### src/rtl/kwdt_pkg.sv
package kwdt_pkg;
  localparam logic [15:0] KEY_START = 16'hCCCC;
  localparam logic [15:0] KEY_FEED  = 16'hAAAA;
  localparam logic [15:0] KEY_OPEN  = 16'h5555;
  localparam logic [15:0] KEY_SHUT  = 16'h0000;

  typedef enum logic [2:0] {
    IDX_KEY  = 3'd0,
    IDX_DIV  = 3'd1,
    IDX_RLD  = 3'd2,
    IDX_STAT = 3'd3
  } reg_idx_e;
endpackage

### src/rtl/kwdt_keyctl.sv
module kwdt_keyctl #(
  parameter int KEY_W = 16
) (
  input  logic             clk,
  input  logic             rst_n,
  input  logic             key_wr,
  input  logic [KEY_W-1:0] key_val,
  output logic             unlocked,
  output logic             running,
  output logic             load_req
);
  import kwdt_pkg::*;

  logic unlock_q, unlock_d;
  logic run_q, run_d;

  always_comb begin
    unlock_d = unlock_q;
    run_d    = run_q;
    load_req = 1'b0;
    if (key_wr) begin
      if (key_val == KEY_START) begin
        run_d    = 1'b1;
        load_req = !run_q;
      end else if (key_val == KEY_FEED) begin
        load_req = 1'b1;
      end else if (key_val == KEY_OPEN) begin
        unlock_d = 1'b1;
      end else begin
        unlock_d = 1'b0;
      end
    end
  end

  always_ff @(posedge clk or negedge rst_n) begin
    if (!rst_n) begin
      unlock_q <= 1'b0;
      run_q    <= 1'b0;
    end else begin
      unlock_q <= unlock_d;
      run_q    <= run_d;
    end
  end

  assign unlocked = unlock_q;
  assign running  = run_q;
endmodule

### src/rtl/kwdt_shadow.sv
module kwdt_shadow #(
  parameter int         W        = 12,
  parameter logic [W-1:0] RST_VAL = '0,
  parameter int         SYNC_LEN = 5
) (
  input  logic         clk,
  input  logic         rst_n,
  input  logic         lsi_en,
  input  logic         wr,
  input  logic [W-1:0] wdata,
  output logic [W-1:0] shadow,
  output logic [W-1:0] active,
  output logic         busy
);
  localparam int SC_W = $clog2(SYNC_LEN + 1);

  logic [W-1:0]    shd_q, shd_d, act_q, act_d;
  logic            busy_q, busy_d;
  logic [SC_W-1:0] sc_q, sc_d;

  always_comb begin
    shd_d  = shd_q;
    act_d  = act_q;
    busy_d = busy_q;
    sc_d   = sc_q;
    if (wr) begin
      shd_d  = wdata;
      busy_d = 1'b1;
      sc_d   = '0;
    end else if (busy_q && lsi_en) begin
      if (sc_q == SC_W'(SYNC_LEN - 1)) begin
        busy_d = 1'b0;
        act_d  = shd_q;
        sc_d   = '0;
      end else begin
        sc_d = sc_q + 1'b1;
      end
    end
  end

  always_ff @(posedge clk or negedge rst_n) begin
    if (!rst_n) begin
      shd_q  <= RST_VAL;
      act_q  <= RST_VAL;
      busy_q <= 1'b0;
      sc_q   <= '0;
    end else begin
      shd_q  <= shd_d;
      act_q  <= act_d;
      busy_q <= busy_d;
      sc_q   <= sc_d;
    end
  end

  assign shadow = shd_q;
  assign active = act_q;
  assign busy   = busy_q;
endmodule

### src/rtl/kwdt_count.sv
module kwdt_count #(
  parameter int CNT_W     = 12,
  parameter int DIV_W     = 3,
  parameter int MAX_SHIFT = 6
) (
  input  logic             clk,
  input  logic             rst_n,
  input  logic             lsi_en,
  input  logic             running,
  input  logic             load,
  input  logic [DIV_W-1:0] div_code,
  input  logic [CNT_W-1:0] reload,
  output logic [CNT_W-1:0] cnt,
  output logic             rst_req
);
  localparam int PCNT_W = MAX_SHIFT + 2;

  logic [PCNT_W-1:0] pc_q, pc_d, div_last;
  logic [PCNT_W:0]   span;
  logic [DIV_W-1:0]  sh;
  logic [CNT_W-1:0]  cnt_q, cnt_d;
  logic              req_q, req_d;
  logic              tick;

  always_comb begin
    sh       = (div_code > DIV_W'(MAX_SHIFT)) ? DIV_W'(MAX_SHIFT) : div_code;
    span     = (PCNT_W + 1)'(4) << sh;
    div_last = PCNT_W'(span - 1'b1);
    tick     = running && lsi_en && (pc_q >= div_last);
  end

  always_comb begin
    pc_d  = pc_q;
    cnt_d = cnt_q;
    req_d = 1'b0;
    if (load) begin
      pc_d  = '0;
      cnt_d = reload;
    end else if (tick) begin
      pc_d = '0;
      if (cnt_q == '0) begin
        cnt_d = reload;
        req_d = 1'b1;
      end else begin
        cnt_d = cnt_q - 1'b1;
      end
    end else if (running && lsi_en) begin
      pc_d = pc_q + 1'b1;
    end
  end

  always_ff @(posedge clk or negedge rst_n) begin
    if (!rst_n) begin
      pc_q  <= '0;
      cnt_q <= '1;
      req_q <= 1'b0;
    end else begin
      pc_q  <= pc_d;
      cnt_q <= cnt_d;
      req_q <= req_d;
    end
  end

  assign cnt     = cnt_q;
  assign rst_req = req_q;
endmodule

### src/rtl/kwdt_top.sv
module kwdt_top #(
  parameter int DATA_W    = 16,
  parameter int IDX_W     = 3,
  parameter int CNT_W     = 12,
  parameter int DIV_W     = 3,
  parameter int MAX_SHIFT = 6,
  parameter int SYNC_LEN  = 5
) (
  input  logic              clk,
  input  logic              rst_n,
  input  logic              lsi_en,
  input  logic              bus_wr,
  input  logic [IDX_W-1:0]  bus_addr,
  input  logic [DATA_W-1:0] bus_wdata,
  output logic [DATA_W-1:0] bus_rdata,
  output logic              rst_req
);
  import kwdt_pkg::*;

  logic [1:0]       rs_q;
  logic             rst_sync_n;
  logic             unlocked, running, load_req;
  logic             key_wr, div_wr, rld_wr;
  logic [DIV_W-1:0] div_shadow, div_active;
  logic [CNT_W-1:0] rld_shadow, rld_active, cnt_val;
  logic             busy_div, busy_rld;

  always_ff @(posedge clk or negedge rst_n) begin
    if (!rst_n) rs_q <= 2'b00;
    else        rs_q <= {rs_q[0], 1'b1};
  end
  assign rst_sync_n = rs_q[1];

  assign key_wr = bus_wr && (bus_addr == IDX_W'(IDX_KEY));
  assign div_wr = bus_wr && unlocked && (bus_addr == IDX_W'(IDX_DIV));
  assign rld_wr = bus_wr && unlocked && (bus_addr == IDX_W'(IDX_RLD));

  kwdt_keyctl #(.KEY_W(DATA_W)) u_keyctl (
    .clk(clk), .rst_n(rst_sync_n), .key_wr(key_wr), .key_val(bus_wdata),
    .unlocked(unlocked), .running(running), .load_req(load_req)
  );

  kwdt_shadow #(.W(DIV_W), .RST_VAL('0), .SYNC_LEN(SYNC_LEN)) u_div (
    .clk(clk), .rst_n(rst_sync_n), .lsi_en(lsi_en), .wr(div_wr),
    .wdata(bus_wdata[DIV_W-1:0]), .shadow(div_shadow), .active(div_active),
    .busy(busy_div)
  );

  kwdt_shadow #(.W(CNT_W), .RST_VAL('1), .SYNC_LEN(SYNC_LEN)) u_rld (
    .clk(clk), .rst_n(rst_sync_n), .lsi_en(lsi_en), .wr(rld_wr),
    .wdata(bus_wdata[CNT_W-1:0]), .shadow(rld_shadow), .active(rld_active),
    .busy(busy_rld)
  );

  kwdt_count #(.CNT_W(CNT_W), .DIV_W(DIV_W), .MAX_SHIFT(MAX_SHIFT)) u_count (
    .clk(clk), .rst_n(rst_sync_n), .lsi_en(lsi_en), .running(running),
    .load(load_req), .div_code(div_active), .reload(rld_active),
    .cnt(cnt_val), .rst_req(rst_req)
  );

  always_comb begin
    case (bus_addr)
      IDX_W'(IDX_DIV):  bus_rdata = DATA_W'(div_shadow);
      IDX_W'(IDX_RLD):  bus_rdata = DATA_W'(rld_shadow);
      IDX_W'(IDX_STAT): bus_rdata = DATA_W'({busy_rld, busy_div});
      default:          bus_rdata = '0;
    endcase
  end
endmodule

### config.mk
export PLATFORM = sky130hd
export DESIGN_NAME = kwdt_top
export DESIGN_NICKNAME = d
export VERILOG_FILES = /design/src/rtl/kwdt_pkg.sv /design/src/rtl/kwdt_keyctl.sv /design/src/rtl/kwdt_shadow.sv /design/src/rtl/kwdt_count.sv /design/src/rtl/kwdt_top.sv
export SDC_FILE = /design/constraint.sdc
export NUM_CORES = 1
export LEC_CHECK = 0
export ABC_AREA = 0
export CAP_MARGIN = 15
export CORE_MARGIN = 2
export CORE_UTILIZATION = 50
export DETAILED_ROUTE_END_ITERATION = 12
export DONT_BUFFER_PORTS = 1
export PLACE_DENSITY_LB_ADDON = 0.1
export SYNTH_ARGS = -nofsm -noshare
export SYNTH_HDL_FRONTEND = slang
export SYNTH_SLANG_ARGS = --single-unit
export TNS_END_PERCENT = 5
### constraint.sdc
create_clock -name clk -period 2.1 [get_ports clk]
set_clock_uncertainty 0.2 [all_clocks]
set_input_delay 0 -clock clk [delete_from_list [all_inputs] [get_ports clk]]
set_output_delay 0 -clock clk [all_outputs]
set_load 0.03 [all_outputs]
==> results.json <==
{
  "status": "complete, but fails checks",
  "violations": "hold timing, setup timing",
  "slew_headroom": 0.553,
  "synth_warnings": 0,
  "die_x_um": 87.2,
  "ys_seq_area_frac": 0.469,
  "cts_inserted_buffers": 9,
  "drtIter0Drc": 106,
  "design_area_um2": 4690,
  "num_io_pins": 40,
  "ctsLongestPathBuffers": 2,
  "num_antenna_cells": 0,
  "syn_avg_cell_area_um2": 10.9,
  "antenna_left": 0,
  "grt_first_pass_wirelength_mm": 13.4,
  "ff2ff_setup_slack_ns": -0.39,
  "rows": 30,
  "fmax_mhz": 402,
  "async_flop_share": 1.00,
  "post-route-min-period_ns": 2.49,
  "syn_inst": 318,
  "grt_busiest_layer": "met2",
  "powerDensity_nw_per_um2": 560,
  "maxSlewViolCount": 0,
  "ir_drop_mv": 0.446,
  "hp-class": "primary input to flop",
  "final_cell_mix": "45 x buf_4, 36 x dfstp_2, 32 x mux2_2",
  "grt_max_degree": 41,
  "start_kind": "flop",
  "gr-usage-met3": 0.0550,
  "rsz0062_at_grt": "yes",
  "crit_fanout": 7,
  "die_h_um": 87.2,
  "ys.flop_type": "dfstp_2",
  "p_leak_nw": 2.03,
  "critPathArrivalTime_ns": 2.54,
  "worstSetupEndpointType": "flop",
  "antenna_found_initial": 0,
  "drt-vias-per-instance": 5.63,
  "clk_latency_ns": 0.34,
  "grt_usage": 0.231,
  "vias": 2727,
  "setup-violations-final": 21,
  "setup_ws_ns": -0.389,
  "grt_pass1_vias": 2713,
  "n_fill_cell": 517,
  "dieArea_um2": 7600,
  "crit_required_ns": 2.16,
  "drive_above_1_share": 0.441,
  "dpl_cell_area_um2": 3880,
  "hold_viol": 1,
  "netlist_area_um2": 3460,
  "final_common_cell": "buf_4",
  "synth_seq_cells": 63,
  "wl_per_cell_um": 17.0,
  "area_growth_pct": 35.6,
  "io_buffers": 0,
  "root_buffer": "clkbuf_8",
  "maxCapViolCount": 0,
  "drt-total-wl_mm": 8.22,
  "drc": 0,
  "core_um2": 6760,
  "met1_usage": 0.321,
  "dpl.hpwl_mm": 5.48,
  "fin_crit_sh": 1.19,
  "h-tree-depth": 3,
  "worstMarginPinSlew_ns": 0.673,
  "synth_edf_count": 0,
  "firstDrtPassIters": 4,
  "hold_ws_ns": -0.0171,
  "cts.clk_slew.worst_paths_ns": 0.07,
  "synth.distinct_cells": 56,
  "start_util": 0.512,
  "worstSetupPathType": "flop to flop",
  "grt_overflow": 0,
  "cts_tree": "done",
  "grt_use_met2": 0.361,
  "cts_sinks": 63,
  "fin_nets": 435,
  "gp_congestion": 0.790
}
## where the power goes
| group | internal (mW) | switching, mW | total (mW) | leakage, nW |
|---|---|---|---|---|
| Sequential | 1.22 | 0.00886 | 1.23 | 0.740 |
| Combinational | 0.0443 | 0.0484 | 0.0927 | 1.16 |
| Clock | 0.793 | 0.511 | 1.30 | 0.124 |
## per-layer routing
layer,wire length (µm),part of all wire
met2,4030,0.49
met4,61,0.0074
met3,358,0.044
met5,0,0
met1,3770,0.46
## synthesized netlist by cell type, drive strengths merged, types with 4 or more instances
library cell   n  area, µm²
dfstp         36        946
mux2          32        360
nor2          28        105
dfrtp         27        676
a21oi         18       90.1
nand2         18       67.6
buf           14       87.6
ha            13        163
and2          10       62.6
inv           10       37.5
o21ai         10       50.0
nand3          9       45.0
nor3           9       56.3
nor4bb         8       80.1
mux2i          6       60.1
o2bb2ai        6       52.6
a21o           5       37.5
xor2           5       43.8
or3            4       26.3
## worst paths after layout
check	from	end	depth (start not counted)
hold reg to reg	rs_q[1]	u_keyctl.unlocked	0
hold / removal	bus_addr[1]	u_keyctl.unlocked	5
setup reg to reg	u_div.active[1]	u_count.cnt[7]	8
setup / recovery	u_div.active[1]	u_count.cnt[7]	8
max in group asynchronous	rs_q[1]	u_count.cnt[11]	1
min in group asynchronous	rs_q[1]	u_keyctl.unlocked	0
## stage by stage
| step | util | power [mW] | setup WS [ns] | instances | setup TNS, ns |
|---|---|---|---|---|---|
| 5_1_grt | 0.694 | 2.71 | -0.437 | 484 | -6.86 |
| 6_report | 0.694 | 2.62 | -0.389 | 484 | -5.35 |
| 3_3_place_gp | 0.574 | 1.29 | -0.383 | 433 | -5.31 |
| 4_1_cts | 0.666 | 2.65 | -0.327 | 478 | -4.29 |
| 3_5_place_dp | 0.574 | 1.29 | -0.473 | 433 | -6.90 |
| 2_1_floorplan | - | 1.29 | -0.111 | 321 | -0.569 |
## final cells by class
type / instances / area (µm²) / area share
clock buffers: 9 / 124 / 0.0264
clock inverters: 7 / 119 / 0.0253
inverters: 10 / 37.5 / 0.00800
multi-input cells: 234 / 1940 / 0.414
flip-flops and latches: 63 / 1630 / 0.347
well taps: 80 / 100 / 0.0213
repair buffers: 81 / 741 / 0.158
## kinds of logic (layout without fill, tap and decap cells)
group | after synthesis | after routing | share of synthesized area
simple gates | 112 | 112 | 0.188
flops | 63 | 63 | 0.469
compound gates | 60 | 60 | 0.121
mux | 38 | 38 | 0.122
buf+inv | 24 | 107 | 0.0362
fa+ha+maj | 13 | 13 | 0.0471
xor+xnor | 6 | 6 | 0.0152
other cells | 2 | 5 | 0.00217
## registers in the layout, summed over array words and instances (netlist names)
register,count
u_rld.shadow,12
u_div.busy,1
u_div.active,3
u_count.pc_q,8
u_div.sc_q,3
rs_q,2
u_rld.sc_q,3
u_rld.active,12
u_rld.busy,1
u_keyctl.running,1
u_count.rst_req,1
u_keyctl.unlocked,1
u_div.shadow,3
u_count.cnt,12
## repair_timing
| item | 4_1_cts | 5_1_grt |
|---|---|---|
| pin swaps | 18 | 9 |
| hold buffers | 27 | 0 |
| resized for setup | 17 | 27 |
| hold endpoints to repair | 45 | 0 |
| endpoints found under the setup margin | 21 | 23 |
| buffers inserted | 2 | 6 |
## worst max-delay path: stages, from the launching register on
cell	delay (ns)
dfrtp_2	0.46
o21ai_4	0.19
ha_4	0.23
a21o_1	0.20
a221o_1	0.42
o21ai_4	0.19
buf_12	0.15
nor3_2	0.06
o32a_1	0.31
Power figures use the tool's default switching activity.
